**src/rtl/psr_pkg.sv**
```systemverilog
package psr_pkg;

  localparam int unsigned WORD_W  = 32;
  localparam int unsigned MODE_W  = 5;
  localparam int unsigned FLAG_W  = 4;
  localparam int unsigned N_SAVED = 5;

  localparam int unsigned BIT_N = WORD_W - 1;
  localparam int unsigned BIT_Z = WORD_W - 2;
  localparam int unsigned BIT_I = 7;
  localparam int unsigned BIT_F = 6;

  localparam logic [WORD_W-1:0] FLAG_FIELD   = 32'hF000_0000;
  localparam logic [WORD_W-1:0] CTRL_FIELD   = 32'h0000_00FF;
  localparam logic [WORD_W-1:0] NARROW_KEEP  = 32'hF000_00C3;
  localparam logic [3:0]        MASK_WHOLE   = 4'b1001;

  typedef enum logic [2:0] {
    BK_USER = 3'd0,
    BK_FIQ  = 3'd1,
    BK_IRQ  = 3'd2,
    BK_SVC  = 3'd3,
    BK_ABT  = 3'd4,
    BK_UND  = 3'd5,
    BK_NONE = 3'd6
  } bank_e;

  typedef enum logic [1:0] {
    SC_NONE  = 2'd0,
    SC_WHOLE = 2'd1,
    SC_CTRL  = 2'd2,
    SC_FLAGS = 2'd3
  } scope_e;

  typedef struct packed {
    logic n;
    logic z;
    logic c;
    logic v;
  } nzcv_t;

  function automatic bank_e bank_of(input logic [MODE_W-1:0] m);
    case (m)
      5'h00, 5'h10: return BK_USER;
      5'h01, 5'h11: return BK_FIQ;
      5'h02, 5'h12: return BK_IRQ;
      5'h03, 5'h13: return BK_SVC;
      5'h17:        return BK_ABT;
      5'h1B:        return BK_UND;
      default:      return BK_NONE;
    endcase
  endfunction

  function automatic scope_e scope_of(input logic [3:0] mask, input logic user);
    if (user)                    return SC_FLAGS;
    else if (mask == MASK_WHOLE) return SC_WHOLE;
    else if (mask[0])            return SC_CTRL;
    else if (mask[3])            return SC_FLAGS;
    else                         return SC_NONE;
  endfunction

  function automatic logic [WORD_W-1:0] scope_bits(input scope_e s);
    case (s)
      SC_WHOLE: return '1;
      SC_CTRL:  return CTRL_FIELD;
      SC_FLAGS: return FLAG_FIELD;
      default:  return '0;
    endcase
  endfunction

  function automatic logic [WORD_W-1:0] merge(input logic [WORD_W-1:0] old_w,
                                              input logic [WORD_W-1:0] new_w,
                                              input logic [WORD_W-1:0] sel);
    return (old_w & ~sel) | (new_w & sel);
  endfunction

  function automatic logic majority3(input logic x, input logic y, input logic z);
    return (x & y) | (x & z) | (y & z);
  endfunction

  function automatic nzcv_t alu_flags(input logic sub, input logic a_neg,
                                      input logic b_neg, input logic r_neg,
                                      input logic r_zero);
    nzcv_t f;
    f.n = r_neg;
    f.z = r_zero;
    if (sub) begin
      f.c = majority3(a_neg, ~b_neg, ~r_neg);
      f.v = (a_neg != b_neg) && (r_neg != a_neg);
    end else begin
      f.c = majority3(a_neg, b_neg, ~r_neg);
      f.v = (a_neg == b_neg) && (r_neg != a_neg);
    end
    return f;
  endfunction

endpackage

```
**src/rtl/psr_flag_calc.sv**
```systemverilog
module psr_flag_calc
  import psr_pkg::*;
(
  input  logic              sub,
  input  logic [WORD_W-1:0] a,
  input  logic [WORD_W-1:0] b,
  input  logic [WORD_W-1:0] r,
  output nzcv_t             flags,
  output logic              wide_c,
  output logic              res_ok
);

  logic [WORD_W:0] ext_sum;
  logic [WORD_W:0] ext_dif;

  assign ext_sum = {1'b0, a} + {1'b0, b};
  assign ext_dif = {1'b0, a} - {1'b0, b};

  assign flags  = alu_flags(sub, a[WORD_W-1], b[WORD_W-1], r[WORD_W-1], r == '0);
  assign wide_c = sub ? ~ext_dif[WORD_W] : ext_sum[WORD_W];
  assign res_ok = sub ? (ext_dif[WORD_W-1:0] == r) : (ext_sum[WORD_W-1:0] == r);

endmodule

```
**src/rtl/psr_live_reg.sv**
```systemverilog
module psr_live_reg
  import psr_pkg::*;
#(
  parameter logic [MODE_W-1:0] RESET_MODE = 5'h13
) (
  input  logic              clk,
  input  logic              rst_n,
  input  logic              wide_mode,
  input  logic              wr_fire,
  input  logic [3:0]        wr_mask,
  input  logic [WORD_W-1:0] wr_data,
  input  logic              alu_en,
  input  nzcv_t             alu_nzcv,
  output logic [WORD_W-1:0] status_q,
  output logic              mode_chg_q,
  output bank_e             cur_bank
);

  localparam logic [WORD_W-1:0] RESET_WORD =
    (WORD_W'(1) << BIT_I) | (WORD_W'(1) << BIT_F) | WORD_W'(RESET_MODE);

  logic              in_user;
  scope_e            wr_scope;
  logic [WORD_W-1:0] wr_sel;
  logic [WORD_W-1:0] wr_merged;
  logic [WORD_W-1:0] wr_next;
  logic [WORD_W-1:0] alu_next;
  logic [WORD_W-1:0] status_d;
  logic              mode_alters;

  assign cur_bank  = bank_of(status_q[MODE_W-1:0]);
  assign in_user   = (cur_bank == BK_USER);
  assign wr_scope  = scope_of(wr_mask, in_user);
  assign wr_sel    = scope_bits(wr_scope);
  assign wr_merged = merge(status_q, wr_data, wr_sel);
  assign wr_next   = wide_mode ? wr_merged : (wr_merged & NARROW_KEEP);
  assign alu_next  = {alu_nzcv, status_q[WORD_W-FLAG_W-1:0]};

  always_comb begin
    if (wr_fire)     status_d = wr_next;
    else if (alu_en) status_d = alu_next;
    else             status_d = status_q;
  end

  assign mode_alters = wr_fire && (wr_next[MODE_W-1:0] != status_q[MODE_W-1:0]);

  always_ff @(posedge clk) begin
    if (!rst_n) begin
      status_q   <= RESET_WORD;
      mode_chg_q <= 1'b0;
    end else begin
      status_q   <= status_d;
      mode_chg_q <= mode_alters;
    end
  end

  AST_USER_FLAGS_ONLY: assert property (@(posedge clk) disable iff (!rst_n)
    (wr_fire && in_user) |=> (status_q[WORD_W-FLAG_W-1:0] == $past(status_q[WORD_W-FLAG_W-1:0])));

  AST_NARROW_CLEARS: assert property (@(posedge clk) disable iff (!rst_n)
    (wr_fire && !wide_mode) |=> ((status_q & ~NARROW_KEEP) == '0));

  AST_WRITE_BEATS_ALU: assert property (@(posedge clk) disable iff (!rst_n)
    (wr_fire && alu_en && wide_mode && wr_scope == SC_NONE) |=> $stable(status_q));

  AST_PULSE_MEANS_MODE_MOVED: assert property (@(posedge clk) disable iff (!rst_n)
    mode_chg_q |-> (status_q[MODE_W-1:0] != $past(status_q[MODE_W-1:0])));

endmodule

```
**src/rtl/psr_saved_bank.sv**
```systemverilog
module psr_saved_bank
  import psr_pkg::*;
(
  input  logic              clk,
  input  logic              rst_n,
  input  bank_e             cur_bank,
  input  logic              wr_fire,
  input  logic [3:0]        wr_mask,
  input  logic [WORD_W-1:0] wr_data,
  output logic [WORD_W-1:0] saved_o
);

  logic [WORD_W-1:0] words [N_SAVED];
  logic [WORD_W-1:0] sel;
  logic              has_slot;

  assign sel      = scope_bits(scope_of(wr_mask, 1'b0));
  assign has_slot = (cur_bank != BK_USER) && (cur_bank != BK_NONE);

  for (genvar g = 0; g < N_SAVED; g++) begin : g_slot
    localparam bank_e MY_BANK = bank_e'(g + 1);
    always_ff @(posedge clk) begin
      if (!rst_n)                               words[g] <= '0;
      else if (wr_fire && cur_bank == MY_BANK)  words[g] <= merge(words[g], wr_data, sel);
    end
  end

  always_comb begin
    saved_o = '0;
    for (int k = 0; k < N_SAVED; k++) begin
      if (cur_bank == bank_e'(k + 1)) saved_o = words[k];
    end
  end

  AST_SAVED_IGNORED_NO_SLOT: assert property (@(posedge clk) disable iff (!rst_n)
    (wr_fire && !has_slot) |=> (words[0] == $past(words[0]) && words[1] == $past(words[1]) &&
                                 words[2] == $past(words[2]) && words[3] == $past(words[3]) &&
                                 words[4] == $past(words[4])));

endmodule

```
**src/rtl/psr_unit.sv**
```systemverilog
module psr_unit
  import psr_pkg::*;
#(
  parameter logic [4:0] RESET_MODE = 5'h13
) (
  input  logic        clk,
  input  logic        rst_n,
  input  logic        wide_mode,
  input  logic        wr_en,
  input  logic        wr_saved,
  input  logic [3:0]  wr_mask,
  input  logic [31:0] wr_data,
  input  logic        alu_en,
  input  logic        alu_sub,
  input  logic [31:0] alu_a,
  input  logic [31:0] alu_b,
  input  logic [31:0] alu_res,
  output logic [31:0] status_o,
  output logic [31:0] saved_o,
  output logic        mode_chg_o
);

  logic  live_wr;
  logic  saved_wr;
  nzcv_t nzcv;
  logic  wide_c;
  logic  res_ok;
  bank_e cur_bank;

  assign live_wr  = wr_en & ~wr_saved;
  assign saved_wr = wr_en &  wr_saved;

  psr_flag_calc u_flags (
    .sub    (alu_sub),
    .a      (alu_a),
    .b      (alu_b),
    .r      (alu_res),
    .flags  (nzcv),
    .wide_c (wide_c),
    .res_ok (res_ok)
  );

  psr_live_reg #(.RESET_MODE(RESET_MODE)) u_live (
    .clk        (clk),
    .rst_n      (rst_n),
    .wide_mode  (wide_mode),
    .wr_fire    (live_wr),
    .wr_mask    (wr_mask),
    .wr_data    (wr_data),
    .alu_en     (alu_en),
    .alu_nzcv   (nzcv),
    .status_q   (status_o),
    .mode_chg_q (mode_chg_o),
    .cur_bank   (cur_bank)
  );

  psr_saved_bank u_saved (
    .clk      (clk),
    .rst_n    (rst_n),
    .cur_bank (cur_bank),
    .wr_fire  (saved_wr),
    .wr_mask  (wr_mask),
    .wr_data  (wr_data),
    .saved_o  (saved_o)
  );

  AST_ZERO_FLAG: assert property (@(posedge clk) disable iff (!rst_n)
    (alu_en && !live_wr) |=> (status_o[BIT_Z] == ($past(alu_res) == '0)));

  AST_CARRY_MATCHES_SUM: assert property (@(posedge clk) disable iff (!rst_n)
    (alu_en && res_ok) |-> (nzcv.c == wide_c));

endmodule

```
**config.mk**
```make
export PLATFORM = sky130hd
export DESIGN_NAME = psr_unit
export DESIGN_NICKNAME = d
export VERILOG_FILES = /design/src/rtl/psr_pkg.sv /design/src/rtl/psr_flag_calc.sv /design/src/rtl/psr_live_reg.sv /design/src/rtl/psr_saved_bank.sv /design/src/rtl/psr_unit.sv
export SDC_FILE = /design/constraint.sdc
export NUM_CORES = 1
export LEC_CHECK = 0
export BUFFER_PORTS_ARGS = -buffer_cell sky130_fd_sc_hd__buf_2
export CELL_PAD_IN_SITES_DETAIL_PLACEMENT = 1
export CELL_PAD_IN_SITES_GLOBAL_PLACEMENT = 1
export CORE_UTILIZATION = 48
export CTS_CLUSTER_SIZE = 40
export DETAILED_ROUTE_END_ITERATION = 7
export PLACE_DENSITY = 0.92
export SYNTH_ARGS = -nofsm -noshare
export SYNTH_HDL_FRONTEND = slang
export SYNTH_HIERARCHICAL = 1
export SYNTH_SLANG_ARGS = --single-unit
```
**constraint.sdc**
```tcl
create_clock -name clk -period 6.9 [get_ports clk]
set_clock_uncertainty 0.05 [all_clocks]
set_input_delay 2.07 -clock clk [delete_from_list [all_inputs] [get_ports clk]]
set_output_delay 2.07 -clock clk [all_outputs]
set_load 0.02 [all_outputs]
```
# [After elaboration in Yosys (flattened, before gate mapping)]
# Memory sizes are Yosys's and may differ from the RTL's. A register that Yosys moved wholly into a read port is not among the register bits.
# Index checks and enable logic that the tools add are counted.
[totals] reg_bits=33 ramBits=160 rom_bits=96 inputBits=139 out_inout_bits=65 memories=2
[classes] n_eq_ne=16 n_mux=38 n_bitwise=35 reduce_logical=11
[memory_table] name="u_saved.words" words=5 width=32 rd=5 rd_ports_with_merged_regs=0 write_ports=5 line="psr_saved_bank.sv:13" text="logic [WORD_W-1:0] words [N_SAVED];"
[memory_table] name="(name not given)" words=32 width=3 rd=1 rd_ports_with_merged_regs=1 write_ports=0 line="psr_pkg.sv:43" text="case (m)"
[ops] op="32-bit 2-to-1 mux" count=12
[ops] op="32-bit bitwise AND" count=8
[ops] op="32-bit bitwise OR" count=6
[ops] op="32-bit case mux with 3 select lines" count=2
[ops] op="32-bit NOT" count=2
[ops] op="32-bit zero test" count=1
[ops] op="28-bit 2-to-1 mux" count=1
[ops] op="1-bit 2-to-1 mux" count=16
[ops] op="2-bit 2-to-1 mux" count=5
[ops] op="5-bit 2-to-1 mux" count=2
[ops] op="1-bit bitwise OR" count=9
[ops] op="2-bit equality test, second input constant" count=4
[ops] op="1-bit logical AND" count=8
[ops] op="1-bit bitwise AND" count=7
[ops] op="3-bit by 2-bit equality test with 1-bit output, second input constant" count=2
[ops] op="3-bit equality test, second input constant" count=2
[ops] op="5-bit != test" count=1
[ops] op="2-bit by 1-bit equality test with 1-bit output, second input constant" count=2
[ops] op="4-bit equality test, second input constant" count=1
[ops] op="3-bit by 1-bit equality test with 1-bit output, second input constant" count=1
[ops] op="3-bit zero test" count=1
[ops] op="1-bit NOT" count=3
[ops] op="1-bit != test" count=2
[ops] op="2-bit nonzero test" count=1
[ops] op="1-bit equality test" count=1

# [Depth between registers and ports, before layout]
# Gate-level depths: netlist of the first run.
[depth] depth_word=13 ltp_mapped=11

# [Cells and area by module]
# Netlist of the first run, hierarchy kept.
[by_module_without_submodules] module="psr_saved_bank" instances=1 cells_per_inst=764 area_each_um2=8445.6
[by_module_without_submodules] module="psr_flag_calc" instances=1 cells_per_inst=659 area_each_um2=4454.3
[by_module_without_submodules] module="psr_live_reg" instances=1 cells_per_inst=148 area_each_um2=1430.1
[by_module_without_submodules] module="psr_unit" instances=1 cells_per_inst=2 area_each_um2=16.3

# [Worst setup path before layout of the first run]
# Ideal clock, no wire load.
[synth_path] path_type="input port to flip-flop" from="input wr_saved" to="memory u_saved.words[1][0], enable pin" setup_time_ns=0.470 t_arrival_ns=4.716 required_ns=6.380 slack_ns=1.665 stages=3 path_cell_list="and2_2 -> nand2_2 -> o31ai_1"
[synth_rtl] item="start: declaration" line="psr_unit.sv:10" text="input logic wr_saved,"
[synth_rtl] item="end: declaration" line="psr_saved_bank.sv:13"

# [Worst setup path in the final report of the first run]
[layout_path] from="register, netlist name u_live/cur_bank[1]" to="output saved_o[26]"
[layout_between] elab_chain_len=6
[layout_lines] item="3-bit by 1-bit equality test with 1-bit output" line="psr_saved_bank.sv:31" text="if (cur_bank == bank_e'(k + 1)) saved_o = words[k];"
[layout_lines] item="32-bit 2-to-1 mux (4 in a row)" line="psr_saved_bank.sv:31"
[layout_lines] item="32-bit 2-to-1 mux (*)" line="psr_saved_bank.sv:31"
[layout_lines] item="end: declaration" line="psr_unit.sv:19" text="output logic [31:0] saved_o,"
# Mark *: on every way between the ends. The rest lies on a longest branch, timed or not.

==> results.ini, run 1 <==
[run_status]
status=finished clean

[clocking]
worst_skew_pair.late_latency_ns=0.45
clock-sinks=196
cts_max_path_buffers=2
hold_buffers=0
clk_pin_slew_ns=0.08
cts.htree.levels=4
cts_tree=yes
post-cts-setup-buffer-count=0
clock-root-buffer=clkbuf_16
cts_resized=0
cts_inserted_buffers=17

[worst_hold_path]
min_delay_path_depth=1
holdCritPathClass=reg -> reg

[floorplan]
dieArea_um2=21600
fp.dieW_um=147
start_util_pct=49.3
core_um2=20400
die_h_um=147
std_cell_rows=52
pin_count=204

[critical_path]
cp.required_ns=4.78
slowest_delay_ns=1.04
crit_chain=buf_4 > mux2_2 > a221oi_1 > nor2_1 > buf_2
cpMaxStageDelayCell=dfxtp_2
worstPathMaxFanout=42
cp_top_family=flip-flops
crit_path_end_kind=output pin
critPathKind=reg -> out
cp.arrival_ns=3.10
rr_endpoint=u_live/cur_bank[1]
r2r_start=u_live/cur_bank[1]
crit_path_start_kind=flip-flop
r2r_cells=7
crit_buf_inv=2
reg2reg_slack_ns=3.74

[synth]
yosys_warnings=6
synth_cells=943
avgSynthCellArea_um2=10.7
netlist_area_um2=10100
syn_nets=1087

[finish]
mostFrequentLayoutCells=edfxtp_1, a21oi_1, buf_2
diodes=0
syn_to_final_growth_pct=14.9
fillCellCount=2235
stdcell_count=1323
layout_commonest_cell=edfxtp_1
num-nets-final=1184
drive_gt1_share_pct=24.3

[power_and_ir_drop]
ir_drop_mv=0.170
pwr-share-seq_pct=47.8
power.share.clock_pct=36.3
swShare_pct=29.5
pwr-share-comb_pct=16.0
p_per_area_nw_per_um2=251
p_int_uw=2050
total_leakage_power_uw=0.00451
net-switching-power_uw=858

[global_route]
grt_pass1_wl_um=50900
grt_pass1_vias=8959
antenna_found_initial=1
grt_usage_pct=31.0
grt_start_max_net_pins=59
grt_overflow=0

[detailed_routing]
vias=8422
drt_iter0_markers=817
wirelength_um=33000
viasPerCell=6.37
wl_per_cell_um=24.9
ant_nets=0
remaining_drc_errors=0
firstDrtPassIters=5

[placement]
post-place-cells=1291
port_buffers=141
dpl.hpwl_um=19400
gp_congestion=0.730

[timing]
rsz0062_at_grt=false
fmax_mhz=192
slew_headroom_pct=17.5
setup_viol=0
worst_pin_slew_ns=1.24
min_period_ns=5.22
slew_violations=0
hold_viol=0
finalCritPeriodShare_pct=75.6
fin_setup_tns_ns=0

[flow_run]
maxCapViolCount=0

[worst max-delay path by stage]
stage	from	to	slack, ns	cells past startpoint
final	u_live/cur_bank[1]	saved_o[26]	1.68	5
after global routing	u_live/cur_bank[1]	saved_o[26]	1.57	5
after detailed placement	wr_mask[1]	u_saved/words[2][13]	2.22	7
after global placement	u_live/cur_bank[1]	saved_o[24]	2.27	5
after floorplan	wr_saved	u_saved/words[1][0]	1.66	3
after CTS	u_live/cur_bank[1]	saved_o[24]	1.73	5
[sequential cells by signal (all words and copies together), names as in the netlist, named ones only]
register           flops
u_saved/words        160
u_live/mode_chg_q      1
u_live/status_q       28
u_live/cur_bank        3
[metal layers]
metal  up-vias  part of all wire [%]  track usage (%)
met2       419                    51             53.2
met4         2                   3.3             13.9
met1      4248                    39             37.7
met3        97                   6.7             6.12
li1       3656                     -                -
met5         -                 0.039                0
[power by group through the flow]
stage	combinational [uW]	sequential, uW	clock, uW
after floorplan	302	1390	0
after global placement	436	1400	0
after detailed placement	450	1410	0
after CTS	460	1390	1060
after global routing	492	1400	1090
final	465	1390	1050
[cell type report]
cell class	instances	area [um^2]	share of cell area [%]
clock buffer	19	475	4.11
multi-input combinational	656	4220	36.5
clock inverter	13	136	1.18
timing repair buffer	159	841	7.26
tap	270	338	2.92
sequential	196	5530	47.8
inverter	10	37.5	0.324
[metrics by stage]
stage	setup slack (ns)	utilization (%)	hold slack (ns)	total power (uW)	area (um^2)
floorplan	1.66	-	0.540	1690	10100
global placement	2.27	53.7	0.394	1840	11000
detailed placement	2.22	53.7	0.402	1860	11000
CTS	1.73	56.7	0.419	2910	11600
global route	1.57	56.7	0.429	2980	11600
finish	1.68	56.7	0.419	2910	11600
Note: power is estimated with default switching activity, not from simulation.
==> inputs of run 2 (changes only) <==
--- a/config.mk
+++ b/config.mk
@@ -8,10 +8,10 @@
 export BUFFER_PORTS_ARGS = -buffer_cell sky130_fd_sc_hd__buf_2
 export CELL_PAD_IN_SITES_DETAIL_PLACEMENT = 1
 export CELL_PAD_IN_SITES_GLOBAL_PLACEMENT = 1
-export CORE_UTILIZATION = 48
+export CORE_UTILIZATION = 41
 export CTS_CLUSTER_SIZE = 40
 export DETAILED_ROUTE_END_ITERATION = 7
-export PLACE_DENSITY = 0.92
+export PLACE_DENSITY = 0.84
 export SYNTH_ARGS = -nofsm -noshare
 export SYNTH_HDL_FRONTEND = slang
 export SYNTH_HIERARCHICAL = 1
==> constraint.sdc (replaced) <==
create_clock -name clk -period 4.2 [get_ports clk]
set_clock_uncertainty 0.05 [all_clocks]
set_input_delay 1.26 -clock clk [delete_from_list [all_inputs] [get_ports clk]]
set_output_delay 1.26 -clock clk [all_outputs]
set_load 0.02 [all_outputs]
==> results.ini, run 2 (synthesis gave the netlist of run 1 again) <==
[run_status]
status=finished clean

[global_route]
top_usage_layer=met2
grtUsageMet2_pct=42.6  ; -11 points
grt_pass1_wl_um=47000  ; -7.8%
grt_usage_pct=24.0  ; -7.0 points
antenna_found_initial=2  ; +1
grt_start_max_net_pins=121  ; +110%
grt_pass1_vias=8484  ; -5.3%
grt_overflow=0  ; unchanged
grt_util_met1_pct=29.1  ; -8.6 points
grt_util_met3_pct=4.47  ; -1.7 points

[critical_path]
crit_path_start_kind=flip-flop
cp_top_family=flip-flops
cpMaxStageDelayCell=dfxtp_2
crit_chain=buf_4 > mux2_2 > a221oi_1 > nor2_1 > buf_2
critPathKind=reg -> out
crit_path_end_kind=output pin
r2r_start=u_live/cur_bank[0]
crit_buf_inv=2  ; unchanged
worstPathMaxFanout=19  ; -55%
cp.required_ns=2.89  ; -1.89 ns
cp.arrival_ns=2.41  ; -0.69 ns
worstSetupStartpoint=u_live/cur_bank[1]
slowest_delay_ns=0.67  ; -0.37 ns

[finish]
num-nets-final=1193  ; +0.76%
largest_register=u_saved/words
final_area_um2=11800  ; +1.7%
diodes=0  ; unchanged
syn_to_final_growth_pct=16.9
stdcell_count=1386  ; +4.8%
finalCoreUtilization_pct=48.6  ; -8.1 points
mostFrequentLayoutCells=edfxtp_1, a21oi_1, buf_2
largest_register_ffs=160  ; unchanged
layout_commonest_cell=edfxtp_1
drive_gt1_share_pct=25.0  ; +0.64 points

[timing]
hold_viol=0  ; unchanged
slew_headroom_pct=44.9  ; +27 points
setup_viol=0  ; unchanged
fmax_mhz=269
worst_pin_slew_ns=0.823  ; -0.415 ns
finalCritPeriodShare_pct=88.6
min_period_ns=3.72
slew_violations=0  ; unchanged
rsz0062_at_grt=false
timing.hold.ws_ns=0.425  ; +0.00537 ns

[clocking]
post-cts-setup-buffer-count=0  ; unchanged
hold_buffers=0  ; unchanged
worst_skew_pair.late_latency_ns=0.44  ; about the same
cts_max_path_buffers=2  ; unchanged
clock-sinks=196  ; unchanged
cts_inserted_buffers=17  ; unchanged
clk_pin_slew_ns=0.07  ; about the same
cts_tree=yes
cts.htree.levels=4  ; unchanged
cts_resized=0  ; unchanged
clock-root-buffer=clkbuf_16

[placement]
dpl.hpwl_um=18900  ; -2.5%
gp_congestion=0.739  ; +1.2%
post-place-cells=1354  ; +4.9%
port_buffers=141  ; unchanged
placed_area_um2=11200  ; +2.3%

[worst_hold_path]
holdCritPathClass=reg -> reg
min-delay-start=u_live/status_q[7]

[floorplan]
dieArea_um2=25200  ; +17%
pin_count=204  ; unchanged
die_h_um=159  ; +8.1%
start_util_pct=41.6  ; -7.8 points
fp.dieW_um=159  ; +8.1%
std_cell_rows=57  ; +9.6%
core_um2=24200  ; +19%

[detailed_routing]
viasPerCell=5.75  ; -9.6%
vias=7975  ; -5.3%
wl_per_cell_um=21.7  ; -13%
firstDrtPassIters=7  ; +2
wirelength_um=30100  ; -8.8%
ant_nets=0  ; unchanged
drt_iter0_markers=580  ; -29%
remaining_drc_errors=0  ; unchanged

[power_and_ir_drop]
pwr-share-comb_pct=16.8  ; +0.8 points
swShare_pct=29.3  ; -0.15 points
total_leakage_power_uw=0.00456  ; +1.2%
ir_drop_mv=0.231  ; +36%
net-switching-power_uw=1360  ; +58%
pwr-share-seq_pct=49.0  ; +1.2 points
p_int_uw=3270  ; +59%
p_per_area_nw_per_um2=393  ; +56%
power.share.clock_pct=34.2  ; -2.1 points

[flow_run]
maxCapViolCount=0  ; unchanged

==> run 2: final timing paths <==
kind	endpoint	slack [ns]	cells after the start
max	saved_o[6]	0.48	5
min	u_live/status_q[7]	0.42	2
max reg2reg	u_live/cur_bank[1]	1.39	8
min reg2reg	u_live/status_q[7]	0.42	2
==> run 2: worst register-to-register path, cell delays in order, from the launching register on <==
cell and delay, ns:
dfxtp_4 0.68, buf_12 0.33, o311ai_1 0.18, ha_1 0.47, and3b_1 0.26, a32oi_1 0.36, and2_1 0.22, o21ai_2 0.07
o21a_1 0.09
==> run 2: power groups by stage <==
stage,clock network [uW],logic (uW),registers [uW]
finish,1580,779,2270
global route,1680,835,2280
CTS,1610,780,2270
detailed placement,0,769,2310
global placement,0,752,2300
floorplan,0,498,2280
==> run 2: area by class of cell <==
cell class	instances	area (um^2)
fillers	2687	12500
flip-flops and latches	196	5530
multi-input cells	656	4220
repair buffers	168	1020
clock buffers	18	439
well taps	324	405
clock inverters	14	123
inverters	10	37.5
==> run 2: metrics by stage <==
stage               setup WS [ns]  setup TNS (ns)  total power (uW)
finish                      0.479               0              4630
global route                0.341               0              4790
CTS                         0.444               0              4660
detailed placement          0.617               0              3080
global placement            0.709               0              3050
floorplan                  -0.116          -11.17              2780
==> run 2: per-layer routing <==
| metal | vias to the layer above | wire length, um | part of all wire (%) |
|---|---|---|---|
| met5 | - | 0 | 0 |
| met4 | 0 | 568 | 1.9 |
| met3 | 42 | 1240 | 4.1 |
| met2 | 233 | 15700 | 52 |
| met1 | 4023 | 12600 | 42 |
| li1 | 3677 | - | - |
